File: src/rtl/rxc_pkg.sv
package rxc_pkg;
  // Decoded command events for one accepted nibble
  typedef struct packed {
    logic soc_lock;   // escape, escape
    logic soc_plain;  // escape, start code
    logic tmark;      // escape, marker code
    logic bad;        // escape, unknown value
    logic data;       // ordinary data nibble
  } rxc_evt_t;
endpackage

File: src/rtl/rxc_cmd_decoder.sv
module rxc_cmd_decoder
  import rxc_pkg::*;
#(
  parameter int NIB_W     = 4,
  parameter int CODE_SOC  = 4,
  parameter int CODE_TM   = 8
) (
  input  logic             clk,
  input  logic             rst_n,
  input  logic             nib_valid,
  input  logic             nib_is_esc,
  input  logic [NIB_W-1:0] nib_data,
  output rxc_evt_t         evt,
  output logic             tmark_pulse,
  output logic             cmd_err
);
  localparam logic [NIB_W-1:0] SOC_V = NIB_W'(CODE_SOC);
  localparam logic [NIB_W-1:0] TM_V  = NIB_W'(CODE_TM);

  logic pend_q, pend_d;
  logic tm_q, tm_d;
  logic err_q, err_d;

  always_comb begin
    evt    = '0;
    pend_d = pend_q;
    if (nib_valid) begin
      if (pend_q) begin
        pend_d = 1'b0;
        if (nib_is_esc)            evt.soc_lock  = 1'b1;
        else if (nib_data == SOC_V) evt.soc_plain = 1'b1;
        else if (nib_data == TM_V)  evt.tmark     = 1'b1;
        else                        evt.bad       = 1'b1;
      end else if (nib_is_esc) begin
        pend_d = 1'b1;
      end else begin
        evt.data = 1'b1;
      end
    end
    tm_d  = evt.tmark;
    err_d = evt.bad;
  end

  always_ff @(posedge clk or negedge rst_n) begin
    if (!rst_n) begin
      pend_q <= 1'b0;
      tm_q   <= 1'b0;
      err_q  <= 1'b0;
    end else begin
      pend_q <= pend_d;
      tm_q   <= tm_d;
      err_q  <= err_d;
    end
  end

  assign tmark_pulse = tm_q;
  assign cmd_err     = err_q;
endmodule

File: src/rtl/rxc_descrambler.sv
module rxc_descrambler #(
  parameter int NIB_W   = 4,
  parameter int GEN_W   = 10,
  parameter int GEN_TAP = 7
) (
  input  logic             clk,
  input  logic             rst_n,
  input  logic             nib_valid,
  input  logic             nib_is_esc,
  input  logic [NIB_W-1:0] nib_data,
  output logic [NIB_W-1:0] nib_plain
);
  localparam int TAP_IDX = GEN_TAP - 1;

  logic [GEN_W-1:0] gen_q, gen_d, gen_adv;
  logic             last_esc_q, last_esc_d;

  // NIB_W single-bit steps of the generator
  always_comb begin
    gen_adv = gen_q;
    for (int s = 0; s < NIB_W; s++) begin
      gen_adv = {gen_adv[GEN_W-2:0], gen_adv[GEN_W-1] ^ gen_adv[TAP_IDX]};
    end
  end

  always_comb begin
    gen_d      = gen_q;
    last_esc_d = last_esc_q;
    if (nib_valid) begin
      last_esc_d = nib_is_esc;
      if (nib_is_esc && last_esc_q) gen_d = '1;
      else                          gen_d = gen_adv;
    end
  end

  always_ff @(posedge clk or negedge rst_n) begin
    if (!rst_n) begin
      gen_q      <= '1;
      last_esc_q <= 1'b0;
    end else begin
      gen_q      <= gen_d;
      last_esc_q <= last_esc_d;
    end
  end

  assign nib_plain = nib_data ^ gen_q[GEN_W-1 -: NIB_W];
endmodule

File: src/rtl/rxc_cell_framer.sv
module rxc_cell_framer
  import rxc_pkg::*;
#(
  parameter int NIB_W      = 4,
  parameter int CELL_BYTES = 53
) (
  input  logic               clk,
  input  logic               rst_n,
  input  rxc_evt_t           evt,
  input  logic [NIB_W-1:0]   nib_plain,
  output logic [2*NIB_W-1:0] cell_byte,
  output logic               cell_valid,
  output logic               cell_sop,
  output logic               cell_eop
);
  localparam int BYTE_W = 2 * NIB_W;
  localparam int CNT_W  = $clog2(CELL_BYTES);
  localparam logic [CNT_W-1:0] LAST = CNT_W'(CELL_BYTES - 1);

  logic              in_cell_q, in_cell_d;
  logic              have_hi_q, have_hi_d;
  logic [NIB_W-1:0]  hi_q, hi_d;
  logic [CNT_W-1:0]  cnt_q, cnt_d;
  logic [BYTE_W-1:0] byte_q, byte_d;
  logic              vld_q, vld_d, sop_q, sop_d, eop_q, eop_d;
  logic              start;

  assign start = evt.soc_lock | evt.soc_plain;

  always_comb begin
    in_cell_d = in_cell_q;
    have_hi_d = have_hi_q;
    hi_d      = hi_q;
    cnt_d     = cnt_q;
    byte_d    = byte_q;
    vld_d     = 1'b0;
    sop_d     = 1'b0;
    eop_d     = 1'b0;
    if (start) begin
      in_cell_d = 1'b1;
      have_hi_d = 1'b0;
      cnt_d     = '0;
    end else if (evt.data && in_cell_q) begin
      if (!have_hi_q) begin
        hi_d      = nib_plain;
        have_hi_d = 1'b1;
      end else begin
        have_hi_d = 1'b0;
        byte_d    = {hi_q, nib_plain};
        vld_d     = 1'b1;
        sop_d     = (cnt_q == '0);
        eop_d     = (cnt_q == LAST);
        if (cnt_q == LAST) begin
          in_cell_d = 1'b0;
          cnt_d     = '0;
        end else begin
          cnt_d = cnt_q + 1'b1;
        end
      end
    end
  end

  always_ff @(posedge clk or negedge rst_n) begin
    if (!rst_n) begin
      in_cell_q <= 1'b0;
      have_hi_q <= 1'b0;
      hi_q      <= '0;
      cnt_q     <= '0;
      byte_q    <= '0;
      vld_q     <= 1'b0;
      sop_q     <= 1'b0;
      eop_q     <= 1'b0;
    end else begin
      in_cell_q <= in_cell_d;
      have_hi_q <= have_hi_d;
      hi_q      <= hi_d;
      cnt_q     <= cnt_d;
      byte_q    <= byte_d;
      vld_q     <= vld_d;
      sop_q     <= sop_d;
      eop_q     <= eop_d;
    end
  end

  assign cell_byte  = byte_q;
  assign cell_valid = vld_q;
  assign cell_sop   = sop_q;
  assign cell_eop   = eop_q;
endmodule

File: src/rtl/rxc_rx_top.sv
module rxc_rx_top
  import rxc_pkg::*;
#(
  parameter int NIB_W      = 4,
  parameter int GEN_W      = 10,
  parameter int GEN_TAP    = 7,
  parameter int CELL_BYTES = 53,
  parameter int CODE_SOC   = 4,
  parameter int CODE_TM    = 8
) (
  input  logic               clk,
  input  logic               rst_n,
  input  logic               nib_valid,
  input  logic               nib_is_esc,
  input  logic [NIB_W-1:0]   nib_data,
  output logic [2*NIB_W-1:0] cell_byte,
  output logic               cell_valid,
  output logic               cell_sop,
  output logic               cell_eop,
  output logic               tmark_pulse,
  output logic               cmd_err
);
  rxc_evt_t         evt;
  logic [NIB_W-1:0] nib_plain;

  rxc_cmd_decoder #(
    .NIB_W(NIB_W), .CODE_SOC(CODE_SOC), .CODE_TM(CODE_TM)
  ) dec_i (
    .clk(clk), .rst_n(rst_n), .nib_valid(nib_valid), .nib_is_esc(nib_is_esc),
    .nib_data(nib_data), .evt(evt), .tmark_pulse(tmark_pulse), .cmd_err(cmd_err)
  );

  rxc_descrambler #(
    .NIB_W(NIB_W), .GEN_W(GEN_W), .GEN_TAP(GEN_TAP)
  ) dsc_i (
    .clk(clk), .rst_n(rst_n), .nib_valid(nib_valid), .nib_is_esc(nib_is_esc),
    .nib_data(nib_data), .nib_plain(nib_plain)
  );

  rxc_cell_framer #(
    .NIB_W(NIB_W), .CELL_BYTES(CELL_BYTES)
  ) frm_i (
    .clk(clk), .rst_n(rst_n), .evt(evt), .nib_plain(nib_plain),
    .cell_byte(cell_byte), .cell_valid(cell_valid),
    .cell_sop(cell_sop), .cell_eop(cell_eop)
  );
endmodule

File: config.mk
export PLATFORM = sky130hd
export DESIGN_NAME = rxc_rx_top
export DESIGN_NICKNAME = d
export VERILOG_FILES = /design/src/rtl/rxc_pkg.sv /design/src/rtl/rxc_cmd_decoder.sv /design/src/rtl/rxc_descrambler.sv /design/src/rtl/rxc_cell_framer.sv /design/src/rtl/rxc_rx_top.sv
export SDC_FILE = /design/constraint.sdc
export NUM_CORES = 1
export LEC_CHECK = 0
export BUFFER_PORTS_ARGS = -buffer_cell sky130_fd_sc_hd__buf_2
export CAP_MARGIN = 5
export CORE_ASPECT_RATIO = 1.25
export CORE_MARGIN = 2
export CORE_UTILIZATION = 40
export CTS_CLUSTER_DIAMETER = 60
export DETAILED_ROUTE_END_ITERATION = 8
export GPL_TIMING_DRIVEN = 0
export PLACE_DENSITY = 0.67
export SYNTH_ARGS = -nofsm -noshare
export SYNTH_HDL_FRONTEND = slang
export SYNTH_SLANG_ARGS = --single-unit
export TNS_END_PERCENT = 30
File: constraint.sdc
create_clock -name clk -period 4.4 [get_ports clk]
set_input_delay 0.88 -clock clk [delete_from_list [all_inputs] [get_ports clk]]
set_output_delay 0.88 -clock clk [all_outputs]
set_load 0.01 [all_outputs]
==> run summary, run 1 <==
outcome = complete, no violations
Final ANT Viol Nets = 0
Resized cells post-CTS = 0
Synth top area share = 42.1%
max cap viols = 0
count leader, synth = dfrtp_1
Final Hold Viols = 0
maximum VDD drop = 0.000254 V
Final WS setup = 2420 ps
Hold Buf Count CTS = 0
Final period util = 45.0%
Arr. time, crit path = 2210 ps
worst endpoint required time = 4620 ps
Post-synth ARST share = 100%
max-slew violations = 0
I/O Buffers = 19
fmax = 0.505 GHz
Worst-path clk slew = 70 ps
clk_lat worst skew = 300 ps
Mean Syn Cell Area = 10.6 sq um
Yosys top cell by area = dfrtp_1
Post-Syn Nets = 161
width of the die = 60.6 microns
worst path cell trace = clkbuf_2 -> and4bb_2 -> nand2_1 -> buf_2 -> or4_1 -> a21oi_1
minimum clock period = 1980 ps
DR vias = 1164
wire length per cell = 12.9 microns
setup bufs post-CTS = 0
pre-CTS WS = 2120 ps
crit path kind = input port to flop
Synth area leaders = dfrtp_1 42%, dfstp_2 16%, nand2_1 5.9%
initial antenna violation count = 0
Power Total = 0.00101 W
GRT Total Usage = 15.3%
drc violations = 0
Initial Utilization = 42.0%
setup TNS = 0 ps
post-synthesis sequential area ratio = 58.5%
CP Capture Type = flop
largest net degree at the start of global routing = 38
slowest stage delay, CP = 480 ps
Die Ht = 74.8 microns
Slew headroom = 47.5%
global route overflow = 0
main flop type after synthesis = dfrtp_1
crit start category = input port
Commonest cells post-synth = 27 x dfrtp_1, 25 x nand2_1, 11 x a21oi_1, 10 x dfstp_2, 10 x o22a_1
final setup fails = 0
pwr dens = 541 nW/um^2
crit path max-delay cell type = or4_1
die area = 4540 sq um
LEAKAGE = 0.834 nW
first-pass GRT wire length = 5040 microns
CTS Buf Count = 5
FF+latch count, synth = 37
TritonRoute pass-1 iters = 4
CTS max path bufs = 2
DPL Wire Length = 2180 microns
# fillers = 365
share of post-route cells with drive strength above 1 = 24.2%
vias in the first global route = 1129
final net count = 187
worst slew pin tran = 787 ps
EDFF count, synth = 0
RSZ-0062 raised after global routing = false
synthesized netlist cell count = 151
Area Overhead vs Synth = 16.1%
Core ar. = 3820 sq um
Hold Path Class = flop to flop
vias per std cell = 5.02
root buf cell = clkbuf_8
Yosys warnings = 0
clock tree from TritonCTS = built
drt total wl = 2990 microns
CP max FO = 10
num rows = 25
io pins = 21
# diodes = 0
DRT iter0 DRCs = 79
Post-Syn Area = 1600 sq um
CTS Sinks = 37
GP Congestion = 0.782
Clock Skew = 6.61 ps
Netlist cell types = 32
H-tree Lvls = 2
## layer usage
metal  vias to the layer above  global-route usage (%)  routed length [microns]
li1                        577                       -                        -
met1                       555                    17.8                     1250
met2                        27                    24.9                     1540
met3                         5                    6.01                      156
met4                         0                    6.52                       46
met5                         -                       0                        0
## final timing paths
kind                            slack, ps                            from  cells after the start                        endpoint
min in group asynchronous             660                           rst_n                      1      frm_i.cnt_q[2]$_DFFE_PN0P_
max in group asynchronous            3240                           rst_n                      1      frm_i.cnt_q[1]$_DFFE_PN0P_
worst max register to register       2710        dec_i.pend_q$_DFFE_PN0P_                      5      frm_i.cnt_q[3]$_DFFE_PN0P_
worst min register to register        470  frm_i.cell_byte[6]$_DFFE_PN0P_                      2  frm_i.cell_byte[6]$_DFFE_PN0P_
worst min-delay path                  470  frm_i.cell_byte[6]$_DFFE_PN0P_                      2  frm_i.cell_byte[6]$_DFFE_PN0P_
worst max-delay path                 2420                      nib_is_esc                      6      frm_i.cnt_q[3]$_DFFE_PN0P_
## placed cells by master (no fill, tap or decap), drive strengths merged, types with 2 or more instances in the layout
cell type  instances
xor2               5
nor2               9
o21ai              9
buf               21
dfrtp             27
clkbuf            12
o31ai              2
xnor2              4
or4                2
nand2             25
ha                 2
clkinv             2
dfstp             10
nand3              7
nand2b             2
o22a              10
a21oi             11
inv                4
## final cells by class
cell class	count	area [sq um]	area share, %
inverters	4	15.0	0.806
clock inverters	2	13.8	0.739
repair buffers	19	95.1	5.10
clock buffers	6	82.6	4.43
plain buffers	8	33.8	1.81
multi-input cells	102	617	33.1
flip-flops and latches	37	938	50.4
well taps	54	67.6	3.63
## through the flow
step / hold WS [ps] / util, % / instances / instance area (sq um)
final: 468 / 48.8 / 232 / 1860
after detailed placement: 459 / 46.3 / 224 / 1770
after global routing: 500 / 48.8 / 232 / 1860
after CTS: 478 / 48.8 / 232 / 1860
after global placement: 457 / 46.3 / 224 / 1770
after floorplan: 439 / - / 151 / 1600
## critical path, delay by kind of cell
| kind | cells | cell delay [ps] |
|---|---|---|
| compound gates | 1 | 140 |
| buf+inv | 2 | 330 |
| simple gates | 3 | 860 |
## sequential cells by signal, summed over array words and instances, names as in the netlist
| name | cells |
|---|---|
| dec_i.cmd_err | 1 |
| dec_i.pend_q | 1 |
| dec_i.tmark_pulse | 1 |
| dsc_i.gen_q | 10 |
| dsc_i.last_esc_q | 1 |
| frm_i.cell_byte | 8 |
| frm_i.cell_eop | 1 |
| frm_i.cell_sop | 1 |
| frm_i.cell_valid | 1 |
| frm_i.cnt_q | 6 |
| frm_i.have_hi_q | 1 |
| frm_i.hi_q | 4 |
| frm_i.in_cell_q | 1 |
## cell families (layout without fill, tap and decap cells)
group,Yosys count,after routing,share of synthesized area [%]
buffers and inverters,12,39,3.04
AOI/OAI and AO/OA,38,38,15.8
xor gates and xnor gates,9,9,4.91
DFF,37,37,58.5
adders and majority gates,2,2,1.56
muxes,1,1,0.702
and+or+nand+nor,52,52,15.5
## power breakdown
part / leakage, nW / total (W) / internal (W) / switching, W
Combinational: 0.337 / 0.000235 / 0.000109 / 0.000126
Clock: 0.0512 / 0.000251 / 0.000127 / 0.000124
Sequential: 0.446 / 0.000522 / 0.000454 / 0.0000683
Total: 0.834 / 0.00101 / 0.000689 / 0.000318
Note: power is estimated with default switching activity, not from simulation.
==> run 2: changes to the inputs <==
Settings changed: PLACE_DENSITY 0.67 to 0.69.
Clock period 4.4 ns to 1.6 ns, I/O delays scaled along.
==> run summary, run 2 (synthesis gave the netlist of run 1 again) <==
io pins = 21 (unchanged)
CTS Sinks = 37 (unchanged)
CP max FO = 3 (-7)
CTS max path bufs = 2 (unchanged)
Die Ht = 74.8 microns (unchanged)
outcome = complete, no violations
# diodes = 0 (unchanged)
r2r setup slk = 80 ps (-2630 ps)
Core ar. = 3820 sq um (unchanged)
final net count = 192 (+2.7%)
wire length per cell = 12.9 microns (about the same)
worst slew pin tran = 774 ps (-13.0 ps)
CTS Buf Count = 5 (unchanged)
final setup fails = 0 (unchanged)
Slew headroom = 48.4% (+0.87 points)
num rows = 25 (unchanged)
fmax = 0.656 GHz
vias per std cell = 5.06 (+0.83%)
Arr. time, crit path = 1750 ps (-460 ps)
Final period util = 95.2%
Initial Utilization = 42.0% (unchanged)
RSZ-0062 raised after global routing = false
largest register by flop count = dsc_i.gen_q
maximum VDD drop = 0.000716 V (+180%)
crit path max-delay cell type = or4_4
area of the multi-input gates = 627 sq um (+1.6%)
most common cell after layout, fill and taps aside = dfrtp_1
share of post-route cells with drive strength above 1 = 28.4% (+4.3 points)
largest net degree at the start of global routing = 38 (unchanged)
commonest non-fill, non-tap cells in the layout = 27 x dfrtp_1, 24 x nand2_1, 21 x buf_2
GP Congestion = 0.840 (+7.5%)
# fillers = 394 (+7.9%)
LEAKAGE = 0.862 nW (+3.3%)
DRT iter0 DRCs = 60 (-24%)
slowest stage delay, CP = 510 ps (+30 ps)
Setup crit end = frm_i.cnt_q[3]$_DFFE_PN0P_
max cap viols = 0 (unchanged)
setup TNS = 0 ps (unchanged)
Area Overhead vs Synth = 18.8%
max reg flops = 10 (unchanged)
GRT Total Usage = 14.9% (-0.37 points)
max-slew violations = 0 (unchanged)
clk_lat worst skew = 290 ps (about the same)
reg-to-reg endpoint = frm_i.cnt_q[3]$_DFFE_PN0P_
Final ANT Viol Nets = 0 (unchanged)
DPL Wire Length = 2100 microns (-3.6%)
worst r2r src = frm_i.cnt_q[0]$_DFFE_PN0P_
Worst Setup SP = frm_i.cnt_q[0]$_DFFE_PN0P_
I/O Buffers = 19 (unchanged)
first-pass GRT wire length = 4970 microns (-1.4%)
Worst-path clk slew = 70 ps (about the same)
root buf cell = clkbuf_8
fin cells = 237 (+2.2%)
DR vias = 1199 (+3.0%)
drc violations = 0 (unchanged)
global route overflow = 0 (unchanged)
worst path cell trace = inv_1 -> ha_1 -> nand2b_1 -> nor2_1 -> or4_4 -> a21oi_2
crit start category = flop
TritonRoute pass-1 iters = 4 (unchanged)
drt total wl = 3060 microns (+2.1%)
Final Hold Viols = 0 (unchanged)
vias in the first global route = 1167 (+3.4%)
H-tree Lvls = 2 (unchanged)
combined flip-flop and latch cell area = 938 sq um (unchanged)
width of the die = 60.6 microns (unchanged)
Inst Count DP = 224 (unchanged)
initial antenna violation count = 0 (unchanged)
minimum clock period = 1520 ps
crit path kind = flop to flop
R2R depth = 6 (+1)
Clock Skew = 4.66 ps (-1.95 ps)
die area = 4540 sq um (unchanged)
worst endpoint required time = 1830 ps (-2790 ps)
pwr dens = 1450 nW/um^2 (+170%)
clock tree from TritonCTS = built
Hold Path Class = input port to async pin
CP Capture Type = flop
run 2: changes by cell type in the layout (fill, tap and decap cells not counted), sizes merged:
cell    delta
buf        +6
clkbuf     -1
run 2: what timing repair did:
| action | in CTS | in global routing |
|---|---|---|
| cloned | 0 | 1 |
| setup buffers | 1 | 4 |
| setup endpoints to repair | 2 | 10 |
| hold endpoints to repair | 0 | 0 |
| hold buffers | 0 | 0 |
| gates resized for setup | 1 | 6 |
| pin swaps | 0 | 3 |
run 2: worst min-delay path by stage:
stage               start  slack (ps)                    endpoint  cells past startpoint
global placement    rst_n         430  frm_i.cnt_q[3]$_DFFE_PN0P_                      1
CTS                 rst_n         130  frm_i.cnt_q[3]$_DFFE_PN0P_                      1
detailed placement  rst_n         450  frm_i.cnt_q[3]$_DFFE_PN0P_                      1
finish              rst_n         100  frm_i.cnt_q[3]$_DFFE_PN0P_                      1
global route        rst_n         160  frm_i.cnt_q[3]$_DFFE_PN0P_                      1
floorplan           rst_n          20     dec_i.cmd_err$_DFF_PN0_                      0
run 2: final cells by class:
cell class	instances	area share (%)
tap	54	3.55
multi-input combinational	102	32.9
inverter	4	0.788
sequential	37	49.2
timing repair buffer	25	7.22
clock inverter	2	0.525
buffer	7	1.97
clock buffer	6	3.81
run 2: where the power goes:
| part | switching (W) | internal (W) |
|---|---|---|
| clock | 0.000313 | 0.000301 |
| combinational | 0.000371 | 0.000342 |
| sequential | 0.000180 | 0.00125 |
run 2: layer usage:
layer  global-route usage (%)  share of wire (%)  vias up
met5                        0                  0        -
met1                     16.9                 42      577
met4                     7.73                2.3        0
li1                         -                  -      584
met3                     4.98                4.3        8
met2                     24.7                 51       30
run 2: critical path: cells and delay by family (launching register included):
family / cells / cell delay, ps
buffers and inverters: 1 / 60
flip-flops: 1 / 370
AND/OR/NAND/NOR: 3 / 690
adder cells (fa/ha/maj): 1 / 200
AO/OA/AOI/OAI: 1 / 130
run 2: through the flow:
step	instance area, sq um	worst slack, ps	total power [W]	hold slack, ps	utilization (%)
final	1910	76.2	0.00276	99.1	49.9
after global routing	1910	12.6	0.00296	156	49.9
after CTS	1860	15.1	0.00274	129	48.6
after global placement	1770	-74.6	0.00207	432	46.3
after floorplan	1600	2.27	0.00186	24.4	-
after detailed placement	1770	-99.1	0.00211	446	46.3
==> run 3: changes to the inputs <==
Clock period 1.6 ns to 1.25 ns, I/O delays scaled along.
==> run summary, run 3 (synthesis gave the netlist of run 1 again) <==
fin cells = 240 (+1.3%)
Final WS setup = -226 ps (-302 ps)
Seq pwr share = 46.0% (-5.8 points)
Final Hold Viols = 0 (unchanged)
RSZ-0062 raised after global routing = true
commonest non-fill, non-tap cells in the layout = 27 x dfrtp_1, 19 x nand2_1, 19 x buf_2
DR vias = 1232 (+2.8%)
crit start category = flop
R2R depth = 5 (-1)
Int Power = 0.00281 W (+49%)
I/O Buffers = 19 (unchanged)
combined flip-flop and latch cell area = 938 sq um (unchanged)
worst r2r src = dec_i.pend_q$_DFFE_PN0P_
initial antenna violation count = 0 (unchanged)
maximum VDD drop = 0.000934 V (+30%)
r2r setup slk = -230 ps (-300 ps)
outcome = finished, violations left
largest net degree at the start of global routing = 38 (unchanged)
vias in the first global route = 1242 (+6.4%)
CP Capture Type = flop
Die Ht = 74.8 microns (unchanged)
GRT Total Usage = 15.9% (+0.99 points)
CTS max path bufs = 2 (unchanged)
Final ANT Viol Nets = 0 (unchanged)
most common cell after layout, fill and taps aside = dfrtp_1
Logic pwr share = 27.8% (+1.9 points)
drc violations = 0 (unchanged)
Core ar. = 3820 sq um (unchanged)
max-slew violations = 0 (unchanged)
Area Overhead vs Synth = 30.0%
fmax = 0.678 GHz (+3.2%)
worst slew pin tran = 804 ps (+29.9 ps)
Switching Power = 0.00121 W (+40%)
Hold Path Class = input port to async pin
Initial Utilization = 42.0% (unchanged)
crit path kind = flop to flop
max reg flops = 10 (unchanged)
TritonRoute pass-1 iters = 4 (unchanged)
Min Hold Slack = 49.6 ps (-49.5 ps)
root buf cell = clkbuf_8
area of the multi-input gates = 689 sq um (+10%)
DRT iter0 DRCs = 55 (-8.3%)
# diodes = 0 (unchanged)
minimum clock period = 1480 ps (-47.9 ps)
Clock Skew = 2.82 ps (-1.84 ps)
CTS Sinks = 37 (unchanged)
vias per std cell = 5.13 (+1.5%)
largest register by flop count = dsc_i.gen_q
clock share of power = 26.2% (+3.9 points)
GP Congestion = 0.788 (-6.2%)
final setup fails = 17 (+17)
Slew headroom = 46.4% (-2.0 points)
max cap viols = 0 (unchanged)
drt total wl = 3260 microns (+6.5%)
reg-to-reg endpoint = frm_i.cnt_q[3]$_DFFE_PN0P_
num rows = 25 (unchanged)
clock tree from TritonCTS = built
die area = 4540 sq um (unchanged)
share of post-route cells with drive strength above 1 = 38.2% (+9.8 points)
Hold Buf Count CTS = 0 (unchanged)
Power Total = 0.00402 W (+46%)
io pins = 21 (unchanged)
failing checks = setup timing
wire length per cell = 13.6 microns (+5.2%)
global route overflow = 0 (unchanged)
Final period util = 118% (+23 points)
H-tree Lvls = 2 (unchanged)
# fillers = 353 (-10%)
clk_lat worst skew = 290 ps (about the same)
CTS Buf Count = 5 (unchanged)
Worst-path clk slew = 70 ps (about the same)
Arr. time, crit path = 1700 ps (-50 ps)
first-pass GRT wire length = 5380 microns (+8.1%)
LEAKAGE = 0.926 nW (+7.4%)
worst endpoint required time = 1470 ps (-360 ps)
fin util = 54.6% (+4.7 points)
final net count = 195 (+1.6%)
Switching Fraction = 30.1% (-1.3 points)
setup TNS = -1460 ps (-1460 ps)
CP max FO = 3 (unchanged)
DPL Wire Length = 2150 microns (+2.7%)
pwr dens = 1930 nW/um^2 (+34%)
width of the die = 60.6 microns (unchanged)
Inst Count DP = 224 (unchanged)
run 3: changes by cell type in the layout (fill, tap and decap cells not counted), sizes merged:
| cell | before | now |
|---|---|---|
| buf | 27 | 31 |
| clkinv | 2 | 0 |
| bufinv | 0 | 1 |
run 3: worst max path at each step:
stage,slack (ps),startpoint,to
2_1_floorplan,-220,dec_i.pend_q$_DFFE_PN0P_,frm_i.cnt_q[3]$_DFFE_PN0P_
3_3_place_gp,-270,nib_is_esc,frm_i.cnt_q[3]$_DFFE_PN0P_
3_5_place_dp,-320,nib_data[3],frm_i.cnt_q[1]$_DFFE_PN0P_
4_1_cts,-220,dec_i.pend_q$_DFFE_PN0P_,frm_i.cnt_q[3]$_DFFE_PN0P_
5_1_grt,-260,dec_i.pend_q$_DFFE_PN0P_,frm_i.cnt_q[3]$_DFFE_PN0P_
6_report,-230,dec_i.pend_q$_DFFE_PN0P_,frm_i.cnt_q[3]$_DFFE_PN0P_
run 3: metrics by stage:
step                      setup slack (ps)  instance area, sq um
after global routing                  -259                  2080
final                                 -226                  2080
after floorplan                       -220                  1620
after global placement                -274                  1790
after CTS                             -217                  2020
after detailed placement              -319                  1790
run 3: timing repair:
action / in CTS / in global routing
cloned: 0 / 1
pin swaps: 6 / 11
endpoints found under the hold margin: 0 / 0
setup endpoints to repair: 21 / 21
setup buffers: 8 / 0
resized for setup: 18 / 15
run 3: final cells by class:
cell class / instances / area share [%]
Sequential cell: 37 / 45.0
Clock inverter: 1 / 1.44
Tap cell: 54 / 3.24
Multi-Input combinational cell: 102 / 33.1
Clock buffer: 7 / 4.14
Inverter: 4 / 0.720
Buffer: 7 / 3.24
Timing Repair Buffer: 28 / 9.12
run 3: power groups by stage:
stage | Sequential, W | Combinational, W | Clock [W]
finish | 0.00185 | 0.00112 | 0.00106
global route | 0.00190 | 0.00124 | 0.00113
CTS | 0.00183 | 0.00104 | 0.00109
detailed placement | 0.00187 | 0.000860 | 0
global placement | 0.00184 | 0.000824 | 0
floorplan | 0.00188 | 0.000517 | 0
run 3: layer usage:
| metal | up-vias | share of wire, % | wire length (microns) | track usage, % |
|---|---|---|---|---|
| li1 | 590 | - | - | - |
| met1 | 601 | 42 | 1360 | 18.5 |
| met2 | 37 | 52 | 1690 | 27.4 |
| met3 | 4 | 5.1 | 167 | 5.50 |
| met4 | 0 | 0.95 | 31 | 4.83 |
| met5 | - | 0 | 0 | 0 |
run 3: worst max-delay path: stages, from the launching register on:
cell	delay, ps
dfrtp_1	380
and4bb_2	310
nand2_2	60
buf_6	130
or4_4	410
a21oi_2	120
